===== src/rtl/bp_pkg.sv =====
package bp_pkg;

    typedef enum logic [1:0] {
        C_SNT = 2'b00,
        C_WNT = 2'b01,
        C_WT  = 2'b10,
        C_ST  = 2'b11
    } ctr_e;

    function automatic ctr_e ctr_step(input ctr_e cur, input logic taken);
        ctr_e nxt;
        nxt = cur;
        unique case (cur)
            C_SNT: nxt = taken ? C_WNT : C_SNT;
            C_WNT: nxt = taken ? C_ST  : C_SNT;
            C_WT:  nxt = taken ? C_ST  : C_SNT;
            C_ST:  nxt = taken ? C_ST  : C_WT;
            default: nxt = C_SNT;
        endcase
        return nxt;
    endfunction

endpackage


===== src/rtl/bp_hist_reg.sv =====
module bp_hist_reg #(
    parameter int HIST_W = 2,
    localparam int GW = (HIST_W > 0) ? HIST_W : 1
) (
    input  logic          clk,
    input  logic          rst_n,
    input  logic          shift_en,
    input  logic          outcome,
    output logic [GW-1:0] hist
);
    generate
        if (HIST_W > 0) begin : g_hist
            logic [GW-1:0] hist_q;
            logic [GW-1:0] hist_d;

            always_comb begin
                hist_d = hist_q;
                if (shift_en) begin
                    hist_d = GW'({hist_q, outcome});
                end
            end

            always_ff @(posedge clk or negedge rst_n) begin
                if (!rst_n) begin
                    hist_q <= '0;
                end else begin
                    hist_q <= hist_d;
                end
            end

            assign hist = hist_q;
        end else begin : g_nohist
            logic unused_in;
            assign unused_in = shift_en ^ outcome ^ clk ^ rst_n;
            assign hist = '0;
        end
    endgenerate
endmodule


===== src/rtl/bp_ctr_cell.sv =====
module bp_ctr_cell
    import bp_pkg::*;
(
    input  logic       clk,
    input  logic       rst_n,
    input  logic       step,
    input  logic       taken,
    output logic [1:0] value
);
    ctr_e state_q;
    ctr_e state_d;

    always_ff @(posedge clk or negedge rst_n) begin
        if (!rst_n) begin
            state_q <= C_SNT;
        end else begin
            state_q <= state_d;
        end
    end

    always_comb begin
        state_d = state_q;
        if (step) begin
            state_d = ctr_step(state_q, taken);
        end
    end

    assign value = state_q;
endmodule


===== src/rtl/bp_ctr_table.sv =====
module bp_ctr_table #(
    parameter int CELLS  = 16,
    parameter int CELL_W = 4
) (
    input  logic                 clk,
    input  logic                 rst_n,
    input  logic                 we,
    input  logic [CELL_W-1:0]    wr_cell,
    input  logic                 wr_taken,
    output logic [CELLS*2-1:0]   tbl_flat
);
    generate
        for (genvar i = 0; i < CELLS; i++) begin : g_cell
            logic hit;
            assign hit = we && (wr_cell == CELL_W'(i));
            bp_ctr_cell u_cell (
                .clk   (clk),
                .rst_n (rst_n),
                .step  (hit),
                .taken (wr_taken),
                .value (tbl_flat[i*2 +: 2])
            );
        end
    endgenerate
endmodule


===== src/rtl/corr_predictor.sv =====
module corr_predictor #(
    parameter int PC_W   = 32,
    parameter int PC_LSB = 2,
    parameter int IDX_W  = 3,
    parameter int HIST_W = 2,
    localparam int GW     = (HIST_W > 0) ? HIST_W : 1,
    localparam int ROWS   = 1 << IDX_W,
    localparam int COLS   = 1 << HIST_W,
    localparam int CELLS  = ROWS * COLS,
    localparam int CELL_W = IDX_W + HIST_W
) (
    input  logic            clk,
    input  logic            rst_n,
    input  logic [PC_W-1:0] lk_pc,
    output logic            lk_taken,
    output logic [1:0]      lk_ctr,
    input  logic            res_valid,
    input  logic [PC_W-1:0] res_pc,
    input  logic            res_taken
);
    logic [GW-1:0]      hist_q;
    logic [IDX_W-1:0]   lk_row;
    logic [IDX_W-1:0]   res_row;
    logic [CELL_W-1:0]  lk_cell;
    logic [CELL_W-1:0]  res_cell;
    logic [CELLS*2-1:0] tbl_flat;

    assign lk_row  = lk_pc[PC_LSB +: IDX_W];
    assign res_row = res_pc[PC_LSB +: IDX_W];

    generate
        if (HIST_W > 0) begin : g_sel_hist
            assign lk_cell  = {lk_row, hist_q};
            assign res_cell = {res_row, hist_q};
        end else begin : g_sel_row
            assign lk_cell  = lk_row;
            assign res_cell = res_row;
        end
    endgenerate

    bp_hist_reg #(.HIST_W(HIST_W)) u_hist (
        .clk      (clk),
        .rst_n    (rst_n),
        .shift_en (res_valid),
        .outcome  (res_taken),
        .hist     (hist_q)
    );

    bp_ctr_table #(.CELLS(CELLS), .CELL_W(CELL_W)) u_table (
        .clk      (clk),
        .rst_n    (rst_n),
        .we       (res_valid),
        .wr_cell  (res_cell),
        .wr_taken (res_taken),
        .tbl_flat (tbl_flat)
    );

    assign lk_ctr   = tbl_flat[lk_cell*2 +: 2];
    assign lk_taken = lk_ctr[1];
endmodule


===== config.mk =====
export PLATFORM = sky130hd
export DESIGN_NAME = corr_predictor
export DESIGN_NICKNAME = d
export VERILOG_FILES = /design/src/rtl/bp_pkg.sv /design/src/rtl/bp_hist_reg.sv /design/src/rtl/bp_ctr_cell.sv /design/src/rtl/bp_ctr_table.sv /design/src/rtl/corr_predictor.sv
export SDC_FILE = /design/constraint.sdc
export NUM_CORES = 1
export LEC_CHECK = 0
export CAP_MARGIN = 40
export CORE_MARGIN = 5
export CORE_UTILIZATION = 38
export CTS_CLUSTER_SIZE = 16
export DETAILED_ROUTE_END_ITERATION = 10
export SETUP_SLACK_MARGIN = 0.4
export SLEW_MARGIN = 20
export SYNTH_ARGS = -nofsm -noshare
export SYNTH_HDL_FRONTEND = slang
export SYNTH_SLANG_ARGS = --single-unit

===== constraint.sdc =====
create_clock -name clk -period 3.3 [get_ports clk]
set_input_delay 0.99 -clock clk [delete_from_list [all_inputs] [get_ports clk]]
set_output_delay 0.99 -clock clk [all_outputs]
set_load 0.05 [all_outputs]

After elaboration in Yosys (flattened, before gate mapping)

Index checks and enable logic that the tools add are counted.

Register bits after elaboration: 66
Latch bits: 0
RAM bits: 0
ROM bits: 0
Input bits: 68
Output and inout bits: 3
Memories: 0

$add $sub $neg: 0
Multiply operators: 0
Div/mod/pow operators: 0
$lt $le $gt $ge: 0
Eq/ne operators: 127
Shift-type cells: 1
Muxes and demuxes: 35
Bitwise operators: 0
Reduce and logical (&&, ||, !) cells: 97

Operators with widths:

| cell               | count |
|---|---|
| $pmux 2 s3         | 32 |
| $eq 2x2->1 const B | 64 |
| $eq 5x5->1 const B | 16 |
| $eq 2x1->1 const B | 32 |
| $logic_not 2->1    | 32 |
| $reduce_or 2->1    | 32 |
| $shiftx 64x7->2    | 1 |
| $eq 5x4->1 const B | 8 |
| $logic_and 1x1->1  | 32 |
| $eq 5x3->1 const B | 4 |
| $eq 5x2->1 const B | 2 |
| $eq 5x1->1 const B | 1 |
| $logic_not 5->1    | 1 |
| $mux 1             | 2 |
| $mux 2             | 1 |

Depth between registers and ports, before layout

Gate-level depths: netlist (run 1).

Word-level depth: 3
Mapped depth: 8
Depth with buffers taken out: 6

By module

From an unflattened synthesis (run 1), not the netlist that was laid out.

Cells, all modules: 476
Area total of the unflattened synthesis: 4408.0 um2

By module, submodules not included:

| module         | instances | cells an instance | area each (um2) | seq. area each (um2) |
|---|---|---|---|---|
| bp_ctr_cell    | 32        | 11                | 108.9           | 50.0 |
| corr_predictor | 1         | 73                | 618.1           | 0.0 |
| bp_ctr_table   | 1         | 47                | 234.0           | 0.0 |
| bp_hist_reg    | 1         | 4                 | 72.6            | 50.0 |

Worst setup path after synthesis (run 1)

No wires, ideal clock.

Kind: input to output
Start: in lk_pc[2]
End: out lk_ctr[1]
Arrival time: 2849 ps
Path slack: -539 ps
Stages: 6
Cell sequence: buf_4 mux4_2 mux2_2 a22oi_2 o211ai_1 buf_4

Cells in the longest elaborated chain, start to end: 1

Ends and longest elaborated chain:

| item               | RTL line             | text |
|---|---|---|
| start: declaration | corr_predictor.sv:14 | `input logic [PC_W-1:0] lk_pc,` |
| $shiftx 64x7->2    | corr_predictor.sv:58 | `assign lk_ctr = tbl_flat[lk_cell*2 +: 2];` |
| end: declaration   | corr_predictor.sv:16 | `output logic [1:0] lk_ctr,` |

No other way between the ends.

Worst setup path in the final report (run 1)

Start: in lk_pc[2]
End: out lk_ctr[0]

Same word-level chain as after synthesis.

==> results of run 1 <==
[worst reg2reg max path, stage by stage, from the launching register on]
cell and delay [ns]:
sky130_fd_sc_hd__dfrtp_1 0.44, sky130_fd_sc_hd__buf_4 0.18, sky130_fd_sc_hd__buf_4 0.21, sky130_fd_sc_hd__and2b_1 0.21
sky130_fd_sc_hd__nand3_1 0.26, sky130_fd_sc_hd__or4_1 0.57, sky130_fd_sc_hd__o21ai_0 0.10
[flip-flops by register name, summed over array words and instances (netlist names)]
| signal | count |
|---|---|
| u_table.g_cell.u_cell.value | 64 |
| u_hist.hist | 2 |
[cell usage in the layout, fill, tap and decap left out, types with 3 or more instances in the layout]
cell type and instances:
sky130_fd_sc_hd__nand2b_1 3, sky130_fd_sc_hd__buf_4 24, sky130_fd_sc_hd__nand2_1 39, sky130_fd_sc_hd__nand3_1 5
sky130_fd_sc_hd__mux2_2 35, sky130_fd_sc_hd__o21ai_0 33, sky130_fd_sc_hd__mux4_2 13, sky130_fd_sc_hd__dfrtp_1 66
sky130_fd_sc_hd__or4_1 5, sky130_fd_sc_hd__clkdlybuf4s50_1 6, sky130_fd_sc_hd__bufinv_16 3, sky130_fd_sc_hd__and2b_1 3
sky130_fd_sc_hd__mux2i_1 6, sky130_fd_sc_hd__nor2_1 46, sky130_fd_sc_hd__clkbuf_16 9, sky130_fd_sc_hd__o31ai_1 3
sky130_fd_sc_hd__ha_1 64, sky130_fd_sc_hd__a21oi_1 33, sky130_fd_sc_hd__inv_1 65, sky130_fd_sc_hd__nor2b_1 3
[metal layers]
layer  up-vias  global-route usage, %
met5         -                      0
met4         0                   3.91
met3         5                   5.27
met2        43                   25.4
met1      1623                   19.7
li1       1632                      -
[cells in the mapped netlist, types with 2 or more instances]
library cell	instances	area [sq um]
sky130_fd_sc_hd__nor3b_1	2	15.0
sky130_fd_sc_hd__and2b_1	3	22.5
sky130_fd_sc_hd__o31ai_1	3	22.5
sky130_fd_sc_hd__buf_1	3	11.3
sky130_fd_sc_hd__inv_1	65	244
sky130_fd_sc_hd__nand2_1	39	146
sky130_fd_sc_hd__nor2_1	46	173
sky130_fd_sc_hd__nand3_1	5	25.0
sky130_fd_sc_hd__buf_4	4	30.0
sky130_fd_sc_hd__nor2b_1	3	18.8
sky130_fd_sc_hd__nand4b_1	2	17.5
sky130_fd_sc_hd__mux2_2	36	405
sky130_fd_sc_hd__buf_6	4	45.0
sky130_fd_sc_hd__a22oi_1	2	15.0
sky130_fd_sc_hd__clkbuf_1	5	18.8
sky130_fd_sc_hd__mux2i_1	6	60.1
sky130_fd_sc_hd__or4_1	5	37.5
sky130_fd_sc_hd__o21ai_0	33	165
sky130_fd_sc_hd__buf_2	2	10.0
sky130_fd_sc_hd__mux4_2	13	293
sky130_fd_sc_hd__ha_1	64	801
sky130_fd_sc_hd__dfrtp_1	66	1650
sky130_fd_sc_hd__nand2b_1	3	18.8
sky130_fd_sc_hd__a21oi_1	33	165
[cell families (layout without fill, tap and decap cells)]
| group | Yosys count | in the layout | share of synthesized area (%) |
|---|---|---|---|
| DFF | 66 | 66 | 36.4 |
| and+or+nand+nor | 114 | 114 | 11.6 |
| buffers and inverters | 83 | 119 | 7.92 |
| AOI/OAI and AO/OA | 79 | 79 | 9.68 |
| adders and majority gates | 64 | 64 | 17.7 |
| muxes | 55 | 55 | 16.7 |
[timing repair]
item / 4_1_cts / 5_1_grt
gates resized for setup: 9 / 1
setup endpoints to repair: 3 / 3
cloned: 0 / 0
pin swaps: 4 / 3
setup buffers: 2 / 1
[stage by stage]
stage | setup WS [ns] | hold WS, ns | util, % | power, W | instances
after detailed placement | -0.639 | 0.530 | 41.5 | 0.00223 | 625
after global placement | -0.627 | 0.516 | 41.5 | 0.00214 | 625
final | -0.188 | 0.545 | 44.8 | 0.00336 | 644
after global routing | -0.253 | 0.573 | 44.8 | 0.00362 | 644
after floorplan | -0.454 | 0.506 | - | 0.00193 | 461
after CTS | -0.202 | 0.542 | 44.7 | 0.00342 | 643
[where the power goes]
group / switching [W] / internal (W)
Combinational: 0.000517 / 0.000490
Clock: 0.000357 / 0.000776
Sequential: 0.000203 / 0.00102
Total: 0.00108 / 0.00228
[cell type report]
type | instances | area (sq um)
clock inverters | 5 | 100
flip-flops and latches | 66 | 1650
clock buffers | 11 | 253
multi-input cells | 312 | 2540
repair buffers | 38 | 343
well taps | 147 | 184
fillers | 1147 | 6550
inverters | 65 | 244
[worst paths after layout]
kind                                                 endpoint  slack [ns]  cells past startpoint                               from
max                                                 lk_ctr[0]       -0.19                      8                           lk_pc[2]
max in group asynchronous  u_table.g_cell[23].u_cell.value[1]        1.96                      2                              rst_n
min reg2reg                 u_table.g_cell[0].u_cell.value[0]        0.55                      1  u_table.g_cell[0].u_cell.value[0]
max reg2reg                u_table.g_cell[26].u_cell.value[1]        1.24                      6                     u_hist.hist[1]
min                         u_table.g_cell[0].u_cell.value[0]        0.55                      1  u_table.g_cell[0].u_cell.value[0]
min in group asynchronous  u_table.g_cell[14].u_cell.value[1]        0.68                      1                              rst_n
==> results.md, run 1 <==
| Result | Value | Unit |
|---|---|---|
| Clock tree from TritonCTS | built | - |
| Max clock buf depth | 2 | - |
| First-pass GRT wire length | 17.3 | mm |
| Cts-stage hold buffer count | 0 | - |
| Sequential cell area fraction in the yosys report | 36.4 | % |
| Clock-pin slew reported for the worst setup and hold paths after clock tree synthesis | 0.05 | ns |
| Count of endpoints failing hold in the final timing report | 0 | - |
| Final antenna-violating net count | 0 | - |
| Violations in the final reports | setup timing | - |
| Post-synth EDFFs | 0 | - |
| Detail-routed via count per cell | 5.13 | - |
| HPWL after detailed placement | 7.52 | mm |
| Avg Inst Size Synth | 9.84 | sq um |
| VDD IR-drop max | 0.261 | mV |
| Post-route DRC | 0 | - |
| Met1 WL | 4.64 | mm |
| Antenna violations before repair | 0 | - |
| Required time of the worst setup path | 2.31 | ns |
| CTS H-tree lvls | 3 | - |
| Critical path arrival | 2.50 | ns |
| Count of max-cap constraint violations | 0 | - |
| Detailed-router iteration count before antenna repair | 4 | - |
| Critical Path Start Type | primary input | - |
| Area growth syn-to-layout | 17.1 | % |
| Initial DRC Count | 113 | - |
| Final period demand of the worst path | 3.49 | ns |
| Synth Instances | 461 | - |
| Critical Setup Path Class | primary input to output port | - |
| Final net count | 624 | - |
| Clock sink total | 66 | - |
| Biggest fanout along the worst timing path | 5 | - |
| Maximum frequency from static timing analysis | 287 | MHz |
| Worst path setup slack after routing | -0.188 | ns |
| Number of flip-flops and latches in the synthesized netlist | 66 | - |
| CTS Buf Count | 9 | - |
| Post-route fraction of the period consumed by the critical path | 106 | % |
| Ys Warns | 0 | - |
| Total leakage power | 2.51 | nW |
| Cell family with the largest share of critical-path delay | multiplexers | - |
| Vias in the first global route | 3438 | - |
| Max incr delay on CP | 0.49 | ns |
| Actual transition at the worst max-transition pin | 0.655 | ns |
| Routed met3 length | 359 | um |
| Die Outline Area | 0.0142 | sq mm |
| Cells along the critical path | buf_8, buf_6, buf_4, mux4_2, mux2i_1, nor2_1, o31a_4, buf_8 | - |
| Placeable Area | 0.0119 | sq mm |
| Post-detailed-route wirelength per cell | 15.6 | um |
| Initial standard-cell utilization of the core | 38.2 | % |
| Kind of capture point of the worst setup path | output port | - |
| Buf/Inv on CP | 4 | - |
| Ports | 71 | - |
| Combined area of all synthesized cells | 0.00454 | sq mm |
| # rows | 40 | - |
| Floorplan die height | 119 | um |
| Top flip-flop cell by instance count after synthesis | sky130_fd_sc_hd__dfrtp_1 | - |
| Global-route congestion overflow total | 0 | - |
| Class of the tightest hold or removal check | flop to flop | - |
| Synth Net Count | 593 | - |
| Via count | 3303 | - |
| Clock Skews | 0.00536 | ns |
| Horizontal die dimension | 119 | um |
| Final setup violating endpoints | 3 | - |
| Post-route cell area | 0.00531 | sq mm |
| Number of pins with negative max-slew slack in the final report | 0 | - |
| Run status | complete, but fails checks | - |
| Maximum number of pins on one net before global-route repair | 41 | - |
| Placed standard-cell area | 0.00492 | sq mm |
| Pwr Density | 633 | mW/mm^2 |
| Final GP Congestion | 0.793 | - |
| Antenna cell count | 0 | - |
| Post-detailed-routing wire length | 10.1 | mm |
| PortBufs | 12 | - |
| Clock latency on the worst-skew pair | 0.34 | ns |
| RSZ-0062 raised after global routing | true | - |
| Met2 wire len | 4.98 | mm |
| Clock tree root buffer cell | sky130_fd_sc_hd__clkbuf_16 | - |
| Share of post-route cells with drive strength above 1 | 20.7 | % |
| Most common cell on crit path | sky130_fd_sc_hd__buf_8 | - |
| Setup_tns | -0.507 | ns |
| Global routing usage summed across all routing layers | 15.5 | % |
| Uppermost layer routed | met4 | - |
| Fraction of registers with async set/reset | 100 | % |
| Critical-path top delay cell | sky130_fd_sc_hd__mux4_2 | - |
| Worst slew margin | 56.3 | % |
| Number of distinct library cells after synthesis | 38 | - |
(Power assumes the default switching activity.)
==> run 2: changes to the inputs <==
--- a/config.mk
+++ b/config.mk
@@ -6,10 +6,11 @@
 export NUM_CORES = 1
 export LEC_CHECK = 0
 export CAP_MARGIN = 40
-export CORE_MARGIN = 5
+export CORE_MARGIN = 2
 export CORE_UTILIZATION = 38
 export CTS_CLUSTER_SIZE = 16
 export DETAILED_ROUTE_END_ITERATION = 10
+export MAX_ROUTING_LAYER = met4
 export SETUP_SLACK_MARGIN = 0.4
 export SLEW_MARGIN = 20
 export SYNTH_ARGS = -nofsm -noshare
==> results.md, run 2 (synthesis gave the netlist of run 1 again) <==
| Result | Value | Unit |
|---|---|---|
| Run status | complete, but fails checks | - |
| Violations in the final reports | DRC, setup timing | - |
| Worst slew margin | 51.5 | % |
| Required time of the worst setup path | 2.31 | ns |
| Clock tree root buffer cell | sky130_fd_sc_hd__clkbuf_16 | - |
| Post-detailed-route wirelength per cell | 15.7 | um |
| Kind of capture point of the worst setup path | output port | - |
| CTS Buf Count | 9 | - |
| Commonest non-fill, non-tap cell in the layout | sky130_fd_sc_hd__dfrtp_1 | - |
| Detail-routed via count per cell | 5.18 | - |
| Final period demand of the worst path | 3.50 | ns |
| Final Instance Count excl. Fillers | 628 | - |
| Via count | 3250 | - |
| Antenna violations before repair | 0 | - |
| Global-route congestion overflow total | 0 | - |
| Class of the tightest hold or removal check | flop to flop | - |
| Horizontal die dimension | 113 | um |
| Antenna cell count | 0 | - |
| Worst hold margin | 0.543 | ns |
| Clock sink total | 66 | - |
| Post-route DRC | 2 | - |
| Cells along the critical path | buf_6, buf_12, mux4_2, mux2_4, a22oi_2, o211ai_1, buf_4 | - |
| Floorplan die height | 113 | um |
| Max incr delay on CP | 0.53 | ns |
| Most frequent cells in the layout | sky130_fd_sc_hd__dfrtp_1 (66), sky130_fd_sc_hd__inv_1 (65), sky130_fd_sc_hd__ha_1 (64) | - |
| Share of post-route cells with drive strength above 1 | 18.4 | % |
| Initial DRC Count | 146 | - |
| Max clock buf depth | 2 | - |
| Critical-path top delay cell | sky130_fd_sc_hd__mux4_2 | - |
| Pwr Density | 603 | mW/mm^2 |
| Final antenna-violating net count | 0 | - |
| Maximum frequency from static timing analysis | 286 | MHz |
| # rows | 39 | - |
| Final GP Congestion | 0.791 | - |
| Area growth syn-to-layout | 14.1 | % |
| Clock-pin slew reported for the worst setup and hold paths after clock tree synthesis | 0.05 | ns |
| PortBufs | 12 | - |
| Initial standard-cell utilization of the core | 39.4 | % |
| First-pass GRT wire length | 16.6 | mm |
| Worst path setup slack after routing | -0.200 | ns |
| Critical Setup Path Class | primary input to output port | - |
| Final net count | 612 | - |
| Critical path arrival | 2.51 | ns |
| Total leakage power | 2.43 | nW |
| Post-detailed-routing wire length | 9.88 | mm |
| Post-Place Cells | 611 | - |
| Detailed-router iteration count before antenna repair | 7 | - |
| Clock latency on the worst-skew pair | 0.33 | ns |
| Final setup violating endpoints | 3 | - |
| VDD IR-drop max | 0.269 | mV |
| Post-route fraction of the period consumed by the critical path | 106 | % |
| Global routing usage summed across all routing layers | 17.0 | % |
| Ports | 71 | - |
| Count of max-cap constraint violations | 0 | - |
| Vias in the first global route | 3372 | - |
| Die Outline Area | 0.0128 | sq mm |
| Cts-stage hold buffer count | 0 | - |
| Maximum number of pins on one net before global-route repair | 44 | - |
| Number of pins with negative max-slew slack in the final report | 0 | - |
| RSZ-0062 raised after global routing | true | - |
| Worst setup timing slack at the placement stage | -0.674 | ns |
| Placed standard-cell area | 0.00487 | sq mm |
| Biggest fanout along the worst timing path | 7 | - |
| Critical Path Start Type | primary input | - |
| Max reg flops | 64 | - |
| CTS H-tree lvls | 3 | - |
| Post-route cell area | 0.00517 | sq mm |
| HPWL after detailed placement | 7.30 | mm |
| Placeable Area | 0.0115 | sq mm |
| Actual transition at the worst max-transition pin | 0.727 | ns |
| Final-layout fill cell count | 1100 | - |
| Clock Skews | 0.00557 | ns |
| Count of endpoints failing hold in the final timing report | 0 | - |
| Clock tree from TritonCTS | built | - |
run 2: cell count changes in the layout (fill, tap and decap cells not counted):
cell                        delta
sky130_fd_sc_hd__clkbuf_1      +2
sky130_fd_sc_hd__buf_4        -13
sky130_fd_sc_hd__clkbuf_8      +1
sky130_fd_sc_hd__buf_6         -1
sky130_fd_sc_hd__buf_12        +3
sky130_fd_sc_hd__bufinv_16     -3
sky130_fd_sc_hd__buf_8         -1
run 2: power breakdown:
part | leakage, nW | internal [W] | switching (W) | total, W
clock | 0.143 | 0.000568 | 0.000342 | 0.000910
combinational | 1.48 | 0.000484 | 0.000507 | 0.000991
sequential | 0.812 | 0.00102 | 0.000203 | 0.00122
run 2: path summary, 6_finish.rpt:
path	startpoint	end	slack, ns	cells past startpoint
min reg2reg	u_table.g_cell[8].u_cell.value[1]	u_table.g_cell[8].u_cell.value[1]	0.54	1
max reg2reg	u_hist.hist[0]	u_table.g_cell[26].u_cell.value[1]	1.42	5
max in group asynchronous	rst_n	u_table.g_cell[5].u_cell.value[1]	1.99	2
min	u_table.g_cell[8].u_cell.value[1]	u_table.g_cell[8].u_cell.value[1]	0.54	1
max	lk_pc[2]	lk_taken	-0.20	7
min in group asynchronous	rst_n	u_table.g_cell[29].u_cell.value[0]	0.66	1
run 2: area by class of cell:
cell class | instances | area, sq um | area share [%]
Timing Repair Buffer | 26 | 279 | 5.39
Inverter | 65 | 244 | 4.71
Sequential cell | 66 | 1650 | 31.9
Tap cell | 143 | 179 | 3.46
Clock inverter | 2 | 10.0 | 0.193
Multi-Input combinational cell | 312 | 2540 | 49.0
Clock buffer | 14 | 274 | 5.29
run 2: repair_timing:
item	CTS	global route
buffers inserted	1	0
pin swaps	4	2
endpoints found under the setup margin	3	3
resized for setup	7	0
endpoints found under the hold margin	0	0
run 2: routing by layer:
layer  up-vias  wire (um)  global-route usage [%]
li1       1593          -                       -
met1      1604       4550                    21.3
met2        45       4940                    28.5
met3         8        267                    2.14
met4         0        123                    6.02
met5         -          0                       -
run 2: metrics by stage:
step | TNS (ns) | power (W) | utilization, %
final | -0.522 | 0.00312 | 44.9
after global routing | -0.672 | 0.00336 | 44.9
after CTS | -0.577 | 0.00315 | 44.9
after detailed placement | -1.98 | 0.00222 | 42.3
after global placement | -1.90 | 0.00214 | 42.3
after floorplan | -0.560 | 0.00193 | -
run 2: critical path, delay by kind of cell:
| family | cells | cell delay (ns) |
|---|---|---|
| multiplexers | 2 | 0.82 |
| buffers and inverters | 3 | 0.41 |
| AO/OA/AOI/OAI | 2 | 0.27 |
